==> config.mk <==
export PLATFORM = sky130hd
export DESIGN_NAME = imul32_unit
export DESIGN_NICKNAME = d
export VERILOG_FILES = /design/src/rtl/imul_pkg.sv /design/src/rtl/imul_part16.sv /design/src/rtl/imul_fast.sv /design/src/rtl/imul_iter.sv /design/src/rtl/imul32_unit.sv
export SDC_FILE = /design/constraint.sdc
export NUM_CORES = 2
export LEC_CHECK = 0
export BUFFER_PORTS_ARGS = -buffer_cell sky130_fd_sc_hd__buf_2
export CORE_MARGIN = 1.5
export CORE_UTILIZATION = 55
export CTS_CLUSTER_DIAMETER = 30
export DETAILED_ROUTE_END_ITERATION = 8
export PLACE_DENSITY_LB_ADDON = 0.3
export SLEW_MARGIN = 0
export SYNTH_ARGS = -nofsm -noshare
export SYNTH_HDL_FRONTEND = slang
export SYNTH_HIERARCHICAL = 1
export SYNTH_SLANG_ARGS = --single-unit
==> constraint.sdc <==
create_clock -name clk -period 12.4 [get_ports clk]
set_input_delay 1.86 -clock clk [delete_from_list [all_inputs] [get_ports clk]]
set_output_delay 1.86 -clock clk [all_outputs]
set_load 0.05 [all_outputs]
==> src/rtl/imul_pkg.sv <==
package imul_pkg;

    localparam int XLEN       = 32;
    localparam int HALF       = XLEN / 2;
    localparam int STEP_BITS  = 3;
    localparam int ITER_STEPS = (XLEN + STEP_BITS - 1) / STEP_BITS;
    localparam int CNT_W      = $clog2(ITER_STEPS);
    localparam int NUM_PARTS  = 4;

    typedef logic [XLEN-1:0]   word_t;
    typedef logic [HALF-1:0]   half_t;
    typedef logic [2*HALF-1:0] prod_t;
    typedef logic [2*XLEN-1:0] dword_t;

    typedef enum logic [1:0] {
        OP_LO    = 2'b00,
        OP_HI_SS = 2'b01,
        OP_HI_SU = 2'b10,
        OP_HI_UU = 2'b11
    } mop_e;

    typedef enum logic { F_IDLE, F_HIGH } fstate_e;
    typedef enum logic { I_IDLE, I_RUN  } istate_e;

    // Registered partial products plus the signedness correction for the high word
    typedef struct packed {
        prod_t ll;
        prod_t hl;
        prod_t lh;
        prod_t hh;
        word_t corr;
    } hi_stage_t;

    typedef struct packed {
        logic  busy;
        logic  done;
        logic  unsup;
        word_t result;
    } mul_resp_t;

    function automatic logic first_signed(mop_e op);
        return (op == OP_HI_SS) || (op == OP_HI_SU);
    endfunction

    function automatic logic second_signed(mop_e op);
        return op == OP_HI_SS;
    endfunction

    // Amount to subtract from the unsigned high word to obtain the signed one
    function automatic word_t sign_corr(word_t a, word_t b, mop_e op);
        word_t c;
        c = '0;
        if (first_signed(op) && a[XLEN-1])
            c = c + b;
        if (second_signed(op) && b[XLEN-1])
            c = c + a;
        return c;
    endfunction

    // One shift-and-add step: consume STEP_BITS multiplier bits
    function automatic word_t shift_add_step(word_t acc, word_t mc, word_t mp);
        word_t s;
        s = acc;
        for (int k = 0; k < STEP_BITS; k++) begin
            if (mp[k])
                s = s + (mc << k);
        end
        return s;
    endfunction

endpackage

==> src/rtl/imul_part16.sv <==
module imul_part16 #(
    parameter int W = 16
) (
    input  logic [W-1:0]   x,
    input  logic [W-1:0]   y,
    output logic [2*W-1:0] p
);
    assign p = x * y;
endmodule

==> src/rtl/imul_fast.sv <==
module imul_fast
    import imul_pkg::*;
(
    input  logic      clk,
    input  logic      rst,
    input  logic      start,
    input  mop_e      op,
    input  word_t     a,
    input  word_t     b,
    output mul_resp_t resp
);
    prod_t     part [NUM_PARTS];
    fstate_e   state;
    hi_stage_t stg;
    logic      done_q;
    word_t     res_q;
    word_t     lo_word;
    dword_t    full;
    word_t     hi_word;
    logic      busy;

    // part[0]=lo*lo, part[1]=hi*lo, part[2]=lo*hi, part[3]=hi*hi
    genvar g;
    for (g = 0; g < NUM_PARTS; g++) begin : g_part
        localparam bit X_HI = (g % 2) == 1;
        localparam bit Y_HI = g >= 2;
        half_t x_sel;
        half_t y_sel;
        assign x_sel = X_HI ? a[XLEN-1:HALF] : a[HALF-1:0];
        assign y_sel = Y_HI ? b[XLEN-1:HALF] : b[HALF-1:0];
        imul_part16 #(.W(HALF)) u_mul (
            .x(x_sel),
            .y(y_sel),
            .p(part[g])
        );
    end

    assign busy = (state == F_HIGH);

    always_comb begin
        lo_word = part[0] + ((part[1] + part[2]) << HALF);
        full    = {stg.hh, {XLEN{1'b0}}}
                + (dword_t'(stg.hl) << HALF)
                + (dword_t'(stg.lh) << HALF)
                + dword_t'(stg.ll);
        hi_word = full[2*XLEN-1:XLEN] - stg.corr;
    end

    always_ff @(posedge clk) begin
        if (rst) begin
            state  <= F_IDLE;
            done_q <= 1'b0;
            res_q  <= '0;
            stg    <= '0;
        end else begin
            done_q <= 1'b0;
            case (state)
                F_IDLE: begin
                    if (start) begin
                        if (op == OP_LO) begin
                            res_q  <= lo_word;
                            done_q <= 1'b1;
                        end else begin
                            stg   <= '{ll: part[0], hl: part[1], lh: part[2],
                                       hh: part[3], corr: sign_corr(a, b, op)};
                            state <= F_HIGH;
                        end
                    end
                end
                F_HIGH: begin
                    res_q  <= hi_word;
                    done_q <= 1'b1;
                    state  <= F_IDLE;
                end
                default: state <= F_IDLE;
            endcase
        end
    end

    assign resp = '{busy: busy, done: done_q, unsup: 1'b0, result: res_q};

    AST_LO_ONE_CYCLE: assert property (@(posedge clk) disable iff (rst)
        (start && !busy && op == OP_LO) |=> (done_q && !busy));

    AST_HI_GOES_BUSY: assert property (@(posedge clk) disable iff (rst)
        (start && !busy && op != OP_LO) |=> (busy && !done_q));

    AST_HI_SECOND_CYCLE: assert property (@(posedge clk) disable iff (rst)
        busy |=> (done_q && !busy));

    AST_BUSY_IGNORES_START: assert property (@(posedge clk) disable iff (rst)
        busy |=> $stable(stg));

endmodule

==> src/rtl/imul_iter.sv <==
module imul_iter
    import imul_pkg::*;
(
    input  logic      clk,
    input  logic      rst,
    input  logic      start,
    input  mop_e      op,
    input  word_t     a,
    input  word_t     b,
    output mul_resp_t resp
);
    localparam logic [CNT_W-1:0] LAST = CNT_W'(ITER_STEPS - 1);

    istate_e          state;
    logic [CNT_W-1:0] cnt;
    word_t            acc;
    word_t            mc;
    word_t            mp;
    word_t            res_q;
    logic             done_q;
    logic             unsup_q;
    word_t            step_first;
    word_t            step_run;
    logic             busy;

    assign busy       = (state == I_RUN);
    assign step_first = shift_add_step('0, a, b);
    assign step_run   = shift_add_step(acc, mc, mp);

    always_ff @(posedge clk) begin
        if (rst) begin
            state   <= I_IDLE;
            cnt     <= '0;
            acc     <= '0;
            mc      <= '0;
            mp      <= '0;
            res_q   <= '0;
            done_q  <= 1'b0;
            unsup_q <= 1'b0;
        end else begin
            done_q  <= 1'b0;
            unsup_q <= 1'b0;
            case (state)
                I_IDLE: begin
                    if (start) begin
                        if (op != OP_LO) begin
                            res_q   <= '0;
                            done_q  <= 1'b1;
                            unsup_q <= 1'b1;
                        end else begin
                            acc   <= step_first;
                            mc    <= a << STEP_BITS;
                            mp    <= b >> STEP_BITS;
                            cnt   <= CNT_W'(1);
                            state <= I_RUN;
                        end
                    end
                end
                I_RUN: begin
                    acc <= step_run;
                    mc  <= mc << STEP_BITS;
                    mp  <= mp >> STEP_BITS;
                    if (cnt == LAST) begin
                        res_q  <= step_run;
                        done_q <= 1'b1;
                        state  <= I_IDLE;
                    end else begin
                        cnt <= cnt + CNT_W'(1);
                    end
                end
                default: state <= I_IDLE;
            endcase
        end
    end

    assign resp = '{busy: busy, done: done_q, unsup: unsup_q, result: res_q};

    AST_NO_HIGH_WORD: assert property (@(posedge clk) disable iff (rst)
        (start && !busy && op != OP_LO) |=> (done_q && unsup_q && res_q == '0));

    AST_UNSUP_ONLY_WITH_DONE: assert property (@(posedge clk) disable iff (rst)
        unsup_q |-> done_q);

    AST_LO_STARTS_RUN: assert property (@(posedge clk) disable iff (rst)
        (start && !busy && op == OP_LO) |=> (busy && !done_q));

    AST_STEP_RANGE: assert property (@(posedge clk) disable iff (rst)
        busy |-> (cnt != '0 && cnt <= LAST));

    AST_RUN_ENDS: assert property (@(posedge clk) disable iff (rst)
        (busy && cnt == LAST) |=> (done_q && !busy));

endmodule

==> src/rtl/imul32_unit.sv <==
module imul32_unit
    import imul_pkg::*;
#(
    parameter bit USE_HW_MULT = 1'b1
) (
    input  logic            clk,
    input  logic            rst,
    input  logic            start,
    input  logic [1:0]      op,
    input  logic [XLEN-1:0] opa,
    input  logic [XLEN-1:0] opb,
    output logic            busy,
    output logic            done,
    output logic            unsup,
    output logic [XLEN-1:0] result
);
    mul_resp_t resp;
    mop_e      op_e;

    assign op_e = mop_e'(op);

    if (USE_HW_MULT) begin : g_fast
        imul_fast u_fast (
            .clk  (clk),
            .rst  (rst),
            .start(start),
            .op   (op_e),
            .a    (opa),
            .b    (opb),
            .resp (resp)
        );
    end else begin : g_iter
        imul_iter u_iter (
            .clk  (clk),
            .rst  (rst),
            .start(start),
            .op   (op_e),
            .a    (opa),
            .b    (opb),
            .resp (resp)
        );
    end

    assign busy   = resp.busy;
    assign done   = resp.done;
    assign unsup  = resp.unsup;
    assign result = resp.result;

    AST_DONE_WHILE_IDLE: assert property (@(posedge clk) disable iff (rst)
        done |-> !busy);

    AST_RESET_CLEARS: assert property (@(posedge clk)
        rst |=> (!busy && !done && !unsup));

endmodule

==> impl_metrics.csv <==
group,metric,value,unit
cells_and_area,final_nets,7040,
drt,via_per_inst,5.785,
critical_path,cp_num_cells,30,
timing,fmax,0.1002,GHz
timing,finalMaxSlewViolations,0,
timing,slew_headroom,22.76,%
timing,min_period,9980,ps
floorplan,die_area,0.08835,sq mm
synth,yosysSeqAreaShare,7.484,%
cells_and_area,final_layout_size_suffix_gt1_share,4.671,%
critical_path,cp_common_cell,"fa_1",
floorplan,rows,107,
synth,synth-seq-cells,178,
synth,avgSynthCellArea,8.367,sq um
floorplan,start_util,55.75,%
critical_path,path_class,"input port to flip-flop",
cells_and_area,multiInputGateArea,0.03936,sq mm
cells_and_area,register_area,0.003565,sq mm
synth,synth-compound-area-share,11.42,%
cells_and_area,area_growth,4.120,%
clocking,clkLatencyLatePin,450,ps
timing,hold_viol_final,0,
critical_path,crit_start,"opb[9]",
clocking,post-cts-setup-buffers,0,
drt,via_count,39200,
drt,drtIter0Drc,2921,
timing,rsz0062_at_grt,"false",
grt,grt_pass1_wl,225300,um
floorplan,die_x,297.2,um
critical_path,worst-path-buf-inv,6,
grt,grt_overflow,0,
clocking,ctsHoldBuffers,0,
placement,hpwl,108600,um
synth,yosys.area_share.simple,18.79,%
critical_path,worst_setup_path_start_kind,"input port",
critical_path,critPathArrivalTime,10330,ps
synth,yosysWarningCount,6,
synth,synth_xor_area_share,3.991,%
drt,wl_per_cell,20.56,um
drt,firstDrtPassIters,6,
clocking,cts_sinks,178,
grt,grt_use_total,32.46,%
synth,synth_area,0.04762,sq mm
synth,synth_top_family_by_area,"adder cells",
synth,syn-instance-count,5691,
critical_path,crit_path_end_kind,"flip-flop",
synth,synthAdderAreaFrac,48.34,%
clocking,cts_tree,"done",
timing,finClkSkew,14.26,ps
clocking,root_buffer,"clkbuf_16",
timing,fin_crit_sh,80.48,%
cells_and_area,fillerInstances,7876,
timing,worstMarginPinSlew,1159,ps
status,status,"finished, final reports clean",
clocking,cts.htree.levels,4,
floorplan,chipHeight,297.2,um
critical_path,crit_path_max_fanout,33,
placement,port_buffers,102,
grt,antenna_found_initial,3,
placement,routabilityCongestion,0.9461,
synth,synth_nets,7113,
synth,muxShareOfSynthArea,0.08408,%
drt,routed_wl,139400,um
timing,tns,0,ps
floorplan,core,0.08541,sq mm
clocking,cts.clk_slew.worst_paths,80,ps
drt,drtAntennaViolNets,0,
synth,ys_types,101,
grt,grt_pass1_vias,41110,
critical_path,worstPathRequired,12750,ps
synth,async_flop_share,0,%
worst_hold_path,hp-class,"flip-flop to flip-flop",
worst_hold_path,min-delay-start,"g_fast.u_fast/stg[66]",
drt,drc_errors,0,
critical_path,r2r_start,"g_fast.u_fast/stg[74]",
synth,synth_edf_count,0,
worst_hold_path,holdPathStages,2,
clocking,cts-buffers-inserted,17,
floorplan,ioPinCount,104,
grt,grt_max_degree,100,
timing,setup_viol,0,
synth,synth_top_flop_cell,"dfxtp_1",
critical_path,critPathSlowestCell,"buf_2",
critical_path,cp_top_family,"adder cells",
clocking,ctsResizeCount,0,
flow_run,max_cap_viol_count,0,
critical_path,rr_worst_depth,23,
clocking,cts_buffer_depth,2,
critical_path,critPathMaxStageDelay,600,ps
-- path summary, 6_finish.rpt --
| path | end | slack, ps |
|---|---|---|
| max | g_fast.u_fast/res_q[28] | 2420 |
| min | g_fast.u_fast/stg[66] | 450 |
| max reg2reg | g_fast.u_fast/res_q[30] | 6010 |
| min reg2reg | g_fast.u_fast/stg[66] | 450 |
-- Yosys cell counts, types with 11 or more instances --
library cell | number | share of area, %
a21o_1 | 73 | 1.2
clkbuf_1 | 218 | 1.7
o21ai_1 | 15 | 0.16
and2_1 | 509 | 6.7
xnor2_1 | 151 | 2.8
nor3_1 | 32 | 0.34
a31oi_1 | 22 | 0.29
a221oi_1 | 21 | 0.39
nand2b_1 | 15 | 0.20
nor2b_1 | 20 | 0.26
a311oi_1 | 14 | 0.26
inv_1 | 992 | 7.8
and3_1 | 57 | 0.75
a21oi_1 | 352 | 3.7
nor2_1 | 159 | 1.3
or2_2 | 14 | 0.18
nand4_1 | 40 | 0.53
ha_1 | 542 | 14
fa_1 | 811 | 34
a31o_2 | 11 | 0.20
o21ai_0 | 86 | 0.90
nand2_1 | 945 | 7.4
dfxtp_1 | 178 | 7.5
o21a_1 | 29 | 0.46
xor2_1 | 66 | 1.2
o31ai_1 | 14 | 0.22
nand3_1 | 37 | 0.39
a211oi_1 | 59 | 0.93
o21bai_1 | 22 | 0.35
-- cell usage in the layout (no fill, tap or decap), drive strengths merged, types with 7 or more instances in the layout --
cell and n:
nand4 40, o21ai 103, o31ai 16, a21o 76, a2111oi 11, nor4 8
a21boi 8, dfxtp 178, o21bai 22, fa 811, o31a 7, nor2 160
nand3 38, a211o 9, xor2 66, and2 509, a31o 11, nor2b 21
a221oi 27, ha 542, or2 14, o21a 29, buf 153, nand2 946
nor3 33, a21oi 357, a31oi 24, nand3b 7, xnor2 151, nand2b 15
o211ai 12, inv 997, and3 59, a211oi 61, clkbuf 20, a311oi 16
-- worst reg2reg max path, stage by stage (launching register included) --
cell and delay [ps]:
dfxtp_1 330, fa_1 490, ha_1 310, o21ai_1 310, nor3_1 110, a211o_1 410
a31o_2 330, o31ai_1 300, nand2b_1 170, a21oi_1 170, nand3b_1 150, a21oi_1 200
xnor2_1 170, ha_1 360, a21o_1 250, a21o_1 190, a21oi_1 220, o22ai_1 170
o41ai_2 400, a21oi_1 120, o21ai_1 390, a21oi_2 110, xnor2_1 390, a221oi_1 160
-- state kept, by name, indices dropped and copies added (netlist names) --
register,count
g_fast.u_fast/stg,144
g_fast.u_fast/res_q,32
g_fast.u_fast/busy,1
g_fast.u_fast/done_q,1
-- logic make-up after synthesis --
logic type	count (synthesis)
AOI/OAI and AO/OA	828
xor gates and xnor gates	217
adders and majority gates	1353
buffers and inverters	1237
DFF	178
muxes	4
other	1
and+or+nand+nor	1873
-- routing by layer --
metal | wire (um) | GRT usage [%] | vias up
met1 | 55710 | 40.93 | 19610
met4 | 8800 | 17.54 | 0
met5 | 0 | 0 | -
met2 | 65080 | 54.13 | 1474
met3 | 9771 | 4.360 | 351
li1 | - | - | 17770
-- final cells by class --
| class | instances | share of cell area (%) |
|---|---|---|
| Multi-Input combinational cell | 4276 | 79.39 |
| Clock buffer | 20 | 0.9009 |
| Tap cell | 1144 | 2.887 |
| Inverter | 992 | 7.510 |
| Antenna cell | 2 | 0.01009 |
| Sequential cell | 178 | 7.190 |
| Clock inverter | 12 | 0.3003 |
| Timing Repair Buffer | 153 | 1.815 |
-- stage by stage --
step / instance area, sq um / instances / hold slack (ps) / worst slack [ps] / utilization (%)
after floorplan: 47620 / 5691 / 431.9 / 3169 / -
after global placement: 48980 / 6743 / 443.0 / 2280 / 57.34
after detailed placement: 48980 / 6743 / 446.6 / 2153 / 57.34
after CTS: 49570 / 6775 / 457.2 / 2516 / 58.04
after global routing: 49570 / 6775 / 473.3 / 2053 / 58.04
final: 49580 / 6777 / 453.7 / 2420 / 58.05
Power is left out: the tool's default activity adds up to more than one toggle a clock period on the data nets, which glitch-free logic cannot reach.
